`config.mk`:
```
export PLATFORM = sky130hd
export DESIGN_NAME = lt_master_timer
export DESIGN_NICKNAME = d
export VERILOG_FILES = /design/src/rtl/lt_pkg.sv /design/src/rtl/lt_cfg_reg.sv /design/src/rtl/lt_counter.sv /design/src/rtl/lt_ctrl_fsm.sv /design/src/rtl/lt_master_timer.sv
export SDC_FILE = /design/constraint.sdc
export NUM_CORES = 1
export LEC_CHECK = 0
export BUFFER_PORTS_ARGS = -buffer_cell sky130_fd_sc_hd__buf_2
export CAP_MARGIN = 20
export CORE_MARGIN = 1
export CORE_UTILIZATION = 40
export CTS_CLUSTER_DIAMETER = 100
export DETAILED_ROUTE_END_ITERATION = 10
export HOLD_SLACK_MARGIN = 0.06
export PLACE_DENSITY = 0.7
export SYNTH_ARGS = -nofsm -noshare
export SYNTH_HDL_FRONTEND = slang
export SYNTH_SLANG_ARGS = --single-unit
export TNS_END_PERCENT = 1
```
`constraint.sdc`:
```
create_clock -name clk -period 4.23 [get_ports clk]
set_input_delay 0.423 -clock clk [delete_from_list [all_inputs] [get_ports clk]]
set_output_delay 0.423 -clock clk [all_outputs]
set_load 0.05 [all_outputs]
```
`src/rtl/lt_pkg.sv`:
```
package lt_pkg;
    typedef enum logic [1:0] {
        ST_IDLE  = 2'd0,
        ST_RUN   = 2'd1,
        ST_YIELD = 2'd2
    } lt_state_t;
endpackage

```
`src/rtl/lt_cfg_reg.sv`:
```
module lt_cfg_reg #(
    parameter int          ADDR_W = 8,
    parameter int          DATA_W = 8,
    parameter logic [7:0]  OFFSET = 8'h1B
) (
    input  logic              clk,
    input  logic              rst_n,
    input  logic [ADDR_W-1:0] addr,
    input  logic              we,
    input  logic [DATA_W-1:0] wdata,
    output logic [DATA_W-1:0] rdata,
    output logic [DATA_W-1:0] limit
);
    localparam logic [ADDR_W-1:0] HIT_ADDR = ADDR_W'(OFFSET);

    logic sel;
    assign sel = (addr == HIT_ADDR);

    always_ff @(posedge clk or negedge rst_n) begin
        if (!rst_n)
            limit <= '0;
        else if (we && sel)
            limit <= wdata;
    end

    assign rdata = sel ? limit : '0;

    // register only changes on a decoded write
    assert_reg_hold_R2: assert property (@(posedge clk) disable iff (!rst_n)
        !(we && sel) |=> $stable(limit));
endmodule

```
`src/rtl/lt_counter.sv`:
```
module lt_counter #(
    parameter int CNT_W = 8
) (
    input  logic             clk,
    input  logic             rst_n,
    input  logic             clr,
    input  logic             step,
    input  logic [CNT_W-1:0] limit,
    output logic             hit
);
    logic [CNT_W-1:0] count;

    always_ff @(posedge clk or negedge rst_n) begin
        if (!rst_n)
            count <= '0;
        else if (clr)
            count <= '0;
        else if (step && (count < limit))
            count <= count + CNT_W'(1);
    end

    assign hit = (count >= limit);

    // without a clear the count never goes down (no wrap)
    assert_no_wrap_R5: assert property (@(posedge clk) disable iff (!rst_n)
        !clr |=> count >= $past(count));
    // a clear always yields a zero count
    assert_clear_zero_R3: assert property (@(posedge clk) disable iff (!rst_n)
        clr |=> count == '0);
endmodule

```
`src/rtl/lt_ctrl_fsm.sv`:
```
module lt_ctrl_fsm
    import lt_pkg::*;
(
    input  logic clk,
    input  logic rst_n,
    input  logic frame_start,
    input  logic grant,
    input  logic xfer_done,
    input  logic hit,
    output logic active,
    output logic clr,
    output logic step,
    output logic term_req
);
    lt_state_t state, state_nx;

    always_ff @(posedge clk or negedge rst_n) begin
        if (!rst_n)
            state <= ST_IDLE;
        else
            state <= state_nx;
    end

    always_comb begin
        state_nx = state;
        clr      = 1'b0;
        step     = 1'b0;
        term_req = 1'b0;
        unique case (state)
            ST_IDLE: begin
                if (frame_start) begin          // START
                    clr      = 1'b1;
                    state_nx = ST_RUN;
                end
            end
            ST_RUN: begin
                if (xfer_done) begin            // FINISH
                    clr      = 1'b1;
                    state_nx = ST_IDLE;
                end else if (hit && !grant) begin // YIELD
                    term_req = 1'b1;
                    state_nx = ST_YIELD;
                end else begin
                    step = 1'b1;
                end
            end
            ST_YIELD: begin
                if (xfer_done) begin            // RELEASE
                    clr      = 1'b1;
                    state_nx = ST_IDLE;
                end else begin
                    step = 1'b1;
                end
            end
            default: state_nx = ST_IDLE;
        endcase
    end

    assign active = (state != ST_IDLE);

    // no termination while grant is held
    assert_no_term_granted_R6: assert property (@(posedge clk) disable iff (!rst_n)
        term_req |-> (!grant && hit));
    // termination is a single-cycle pulse
    assert_term_pulse_R7: assert property (@(posedge clk) disable iff (!rst_n)
        term_req |=> !term_req);
    // completion never coincides with termination
    assert_done_no_term_R8: assert property (@(posedge clk) disable iff (!rst_n)
        xfer_done |-> !term_req);
endmodule

```
`src/rtl/lt_master_timer.sv`:
```
module lt_master_timer #(
    parameter int         LAT_W  = 8,
    parameter int         ADDR_W = 8,
    parameter logic [7:0] REG_OFFSET = 8'h1B
) (
    input  logic              clk,
    input  logic              rst_n,
    input  logic [ADDR_W-1:0] cfg_addr,
    input  logic              cfg_we,
    input  logic [LAT_W-1:0]  cfg_wdata,
    output logic [LAT_W-1:0]  cfg_rdata,
    input  logic              frame_start,
    input  logic              grant,
    input  logic              xfer_done,
    output logic              expired,
    output logic              term_req
);
    logic [LAT_W-1:0] limit;
    logic hit, active, clr, step;

    lt_cfg_reg #(.ADDR_W(ADDR_W), .DATA_W(LAT_W), .OFFSET(REG_OFFSET)) u_reg (
        .clk(clk), .rst_n(rst_n), .addr(cfg_addr), .we(cfg_we),
        .wdata(cfg_wdata), .rdata(cfg_rdata), .limit(limit)
    );

    lt_counter #(.CNT_W(LAT_W)) u_cnt (
        .clk(clk), .rst_n(rst_n), .clr(clr), .step(step),
        .limit(limit), .hit(hit)
    );

    lt_ctrl_fsm u_fsm (
        .clk(clk), .rst_n(rst_n), .frame_start(frame_start), .grant(grant),
        .xfer_done(xfer_done), .hit(hit), .active(active), .clr(clr),
        .step(step), .term_req(term_req)
    );

    assign expired = active && hit;

    // a finished transaction leaves the timer unexpired
    assert_done_clears_R8: assert property (@(posedge clk) disable iff (!rst_n)
        (xfer_done && active) |=> !expired);
    // termination only during an expired transaction
    assert_term_expired_R6: assert property (@(posedge clk) disable iff (!rst_n)
        term_req |-> expired);
endmodule

```
# Yosys cells after proc, flatten, opt, wreduce, memory -nomap -nowiden
# Index checks and enable logic that the tools add are counted.
# word_totals
regBits,18
input_bits,22
# classes
addsub,1
n_reduce_logical,10
magnitude_cmp,2
eq_ne,6
n_mux,18
# op_table
op,count
$mux W8,3
$add A8 B1 Y8 const B,1
$eq A8 B5 Y1 const B,1
$ge A8 B8 Y1,1
$lt A8 B8 Y1,1
$mux W1,8
$mux W2,4
$pmux W2 S3,1
$logic_and A1 B1 Y1,4
$ne A2 B2 Y1 const B,2
$pmux W1 S2,2
$reduce_bool A2 Y1,2
$ne A3 B2 Y1 const B,1
$reduce_and A3 Y1,1
$eq A2 B1 Y1 const B,1
$eq A2 B2 Y1 const B,1
$logic_not A2 Y1,1
$reduce_or A2 Y1,1
$logic_not A1 Y1,1

# Logic depth before layout (Yosys ltp)
# depth
ltp_word,8
mapped_depth,9

# Cells and area by module
# Synthesis repeated with hierarchy kept, for this count alone.
# unflattened
hier_cells,132
hier_area_um2,1318.8
# modules_own_cells
module,n_inst,area_each_um2,cells_each
lt_counter,1,668.1,75
lt_cfg_reg,1,422.9,31
lt_ctrl_fsm,1,221.5,25
lt_master_timer,1,6.3,1

# Worst setup path before layout
# OpenSTA, ideal clock, no wires.
# synth_path
path_kind,reg-to-output
start,register u_cnt.count[1]
end,output port term_req
required_time_ps,3807
path_stages_with_launch,7
arrival_ps,2263
slack_ps,1544
n_path_buf,0
path_cell_list,dfrtp_1 ha_1 nor2b_4 o211ai_2 a31oi_1 nor2_1 nor3_1
# synth_between
elab_chain_len,5
# synth_rtl
element,line_no,text
"start, declared",lt_counter.sv:11,logic [CNT_W-1:0] count;
"start signal, assigned",lt_counter.sv:19,count <= count + CNT_W'(1);
$ge A8 B8 Y1,lt_counter.sv:22,assign hit = (count >= limit);
$logic_and A1 B1 Y1,lt_ctrl_fsm.sv:40,end else if (hit && !grant) begin
$mux W1,lt_ctrl_fsm.sv:40,
$mux W1,lt_ctrl_fsm.sv:37,if (xfer_done) begin
$mux W1,lt_ctrl_fsm.sv:29,unique case (state)
"end, declared",lt_master_timer.sv:16,output logic term_req
# Every way passes these cells.

# Final worst setup path
# Same ends and word-level chain as after synthesis.

==> out/metrics.cfg <==
[synthesis]
ys_top_cells_by_area=dfrtp_1 (37%), ha_1 (13%), mux2_2 (7.4%), a21oi_1 (4.5%), and2_1 (4.1%)
synth.cell_area_um2=1220
yosys.area.top_type=dfrtp_1
synth_cell_types=29
syn_avg_cell_area_um2=9.58
synth-seq-cells=18
yosys_warnings=0
synth_fp_nets=162
yosys.area.top_type_share=0.370
syn-instance-count=127
synth_seq_area_share=0.370

[drt]
detail_route.first_pass.iterations=7
dr.first_iter.drc_count=30
drt_wl_total_mm=2.58
drc_errors=2
wl_per_cell_um=13.4
num_vias=1056
detail-route-antenna-nets=0
viasPerCell=5.50

[clocking]
cts_setup_buffers=0
cts_sinks=18
cts_max_level=1
clk_path_buf_depth=2
clkTransAtPathRegs_ps=100
cts_made_buffers=3
cts_root_buf=clkbuf_4
clock_latency_ps=290
cts_tree=yes
cts_resized=0

[timing]
drv_slew=0
timing_hold_violations_final=0
fin_ws_ps=1720
setup_tns_ps=0
rsz0062_at_grt=no
finalSetupViolations=0
tightest_slew_ps=660
holdWs_ps=351
post-route-period-util=0.593
finalCriticalPeriod_ps=2510
clock_skew_ps=1.29
relSlewSlack=0.556
max_clock_freq_mhz=398

[layout]
antenna_cells=0
fin_area_um2=1430
utilization=0.506
final_cells=192
drive_above_1_share=0.292
n_fill_cell=259
area_growth_pct=17.7
fin_nets=198

[placed_design]
place_inst=188
port_buffers=31
dp_slack_ps=1870
gp_congestion=0.897
dp_hpwl_mm=2.01
placed_cell_area_um2=1400

[setup_path]
crit_slowest_cell=dfrtp_1
path_class=reg2out
r2r-end=u_cnt.count[7]
crit_path_max_incr_delay_ps=440
worstReg2RegStart=u_cnt.count[1]
cp_max_fo=4
rr_worst_depth=7
crit_chain=ha_1 -> nor2b_4 -> o211ai_2 -> a31oi_1 -> nor2_1 -> nor3_1 -> buf_2
critPathCaptureType=output pin
cp_top_family=flip-flops
critPathLaunchType=flip-flop
cp.required_ps=3810
path_buf_inv=1
crit_arrival_ps=2090
reg2reg_slack_ps=1830

[power]
leakage_nw=0.733
p_per_area_nw_per_um2=341
peakVddDrop_v=0.000156
power_mw=0.489

[global_route]
use_met3=0.0136
grt_busiest_layer=met2
gr-usage-met2=0.319
met1_usage=0.201
grt_pass1_vias=1060
grt_pass1_wl_mm=4.42
antenna_found_initial=0
grtUsageTotal=0.175
gr-total-overflow=0
grt_max_degree=19

[floorplanning]
start_util=0.430
die_width_um=57.1
die_h_um=57.1
dieArea_um2=3260
placementRows=19
ios=32
core_area_um2=2830

[flow_run]
cap_violations=0

[status]
violations=design-rule violations
status=finished, violations left

[hold_path]
min_to=u_reg.limit[2]
hold_class=in2reg
min_path_cells=2
hold_start=cfg_wdata[2]

routing by layer:
layer | part of all wire | vias to the layer above
li1 | - | 530
met1 | 0.41 | 491
met2 | 0.52 | 29
met3 | 0.043 | 6
met4 | 0.026 | 0
met5 | 0 | -
worst reg2reg max path: stages (launching register included):
cell	delay, ps
dfrtp_1	440
ha_1	310
nor2b_4	130
o211ai_2	150
a31oi_1	140
o31a_1	450
or4_1	550
a21oi_1	170
worst max-delay path by stage:
stage,from,to,slack [ps],cells after the start
finish,u_cnt.count[1],term_req,1720,7
global route,u_cnt.count[1],term_req,1570,7
CTS,u_cnt.count[1],term_req,1690,7
detailed placement,u_cnt.count[1],u_cnt.count[7],1870,7
global placement,u_cnt.count[1],u_cnt.count[7],1970,7
floorplan,u_cnt.count[1],term_req,1540,6
flip-flops by register name, indices dropped and copies added (netlist names):
| signal | cells |
|---|---|
| u_fsm.state | 2 |
| u_cnt.count | 8 |
| u_reg.limit | 8 |
Yosys cell counts:
library cell,count
o211ai_2,1
dfrtp_1,18
nand4_1,2
and2_1,8
a31oi_1,2
nand4b_1,1
or2_2,2
a22oi_1,1
inv_1,12
buf_6,1
o31ai_1,4
o31a_1,1
nor2_1,6
or4_1,4
nor2b_1,1
a21oi_1,11
nor4_2,1
nand2b_1,3
nand3_1,6
ha_1,13
o21ai_0,3
mux2i_1,3
and3_1,1
nor3_1,2
nand2_1,8
o211ai_1,2
nor2b_4,1
mux2_2,8
or3_1,1
cells by family after synthesis:
family,Yosys count,share of synthesized area
mux,11,0.0988
flops,18,0.370
fa+ha+maj,13,0.134
simple gates,47,0.222
buf+inv,13,0.0463
compound gates,25,0.129
layout make-up:
class                           instances  area, um2  share of cell area
Clock buffer                            3       22.5              0.0157
Timing Repair Buffer                   32        165               0.115
Tap cell                               31       38.8              0.0271
Inverter                               12       45.0              0.0315
Sequential cell                        18        450               0.315
Multi-Input combinational cell         96        709               0.496
repair_timing:
| item | 4_1_cts | 5_1_grt |
|---|---|---|
| setup endpoints to repair | 0 | 0 |
| hold endpoints to repair | 18 | 0 |
| hold buffers | 1 | 0 |
where the power goes:
part / internal, mW / switching, mW / total (mW)
logic: 0.0702 / 0.133 / 0.204
clock network: 0.0332 / 0.0536 / 0.0868
registers: 0.186 / 0.0126 / 0.198
total: 0.289 / 0.200 / 0.489
cells in the final DEF (no fill, tap or decap):
cell type,count
a21oi_1,11
o211ai_1,2
nor3_1,2
inv_1,12
nand3_1,6
a22oi_1,1
dfrtp_1,18
or4_1,4
buf_2,31
ha_1,13
nor2_1,6
or3_1,1
clkbuf_4,3
o31a_1,1
nand2_1,8
dlygate4sd3_1,1
nand4b_1,1
a31oi_1,2
nor4_2,1
mux2_2,8
mux2i_1,3
nor2b_4,1
or2_2,2
nand2b_1,3
o211ai_2,1
and2_1,8
o31ai_1,4
o21ai_0,3
and3_1,1
nor2b_1,1
nand4_1,2
Power figures use the tool's default switching activity.
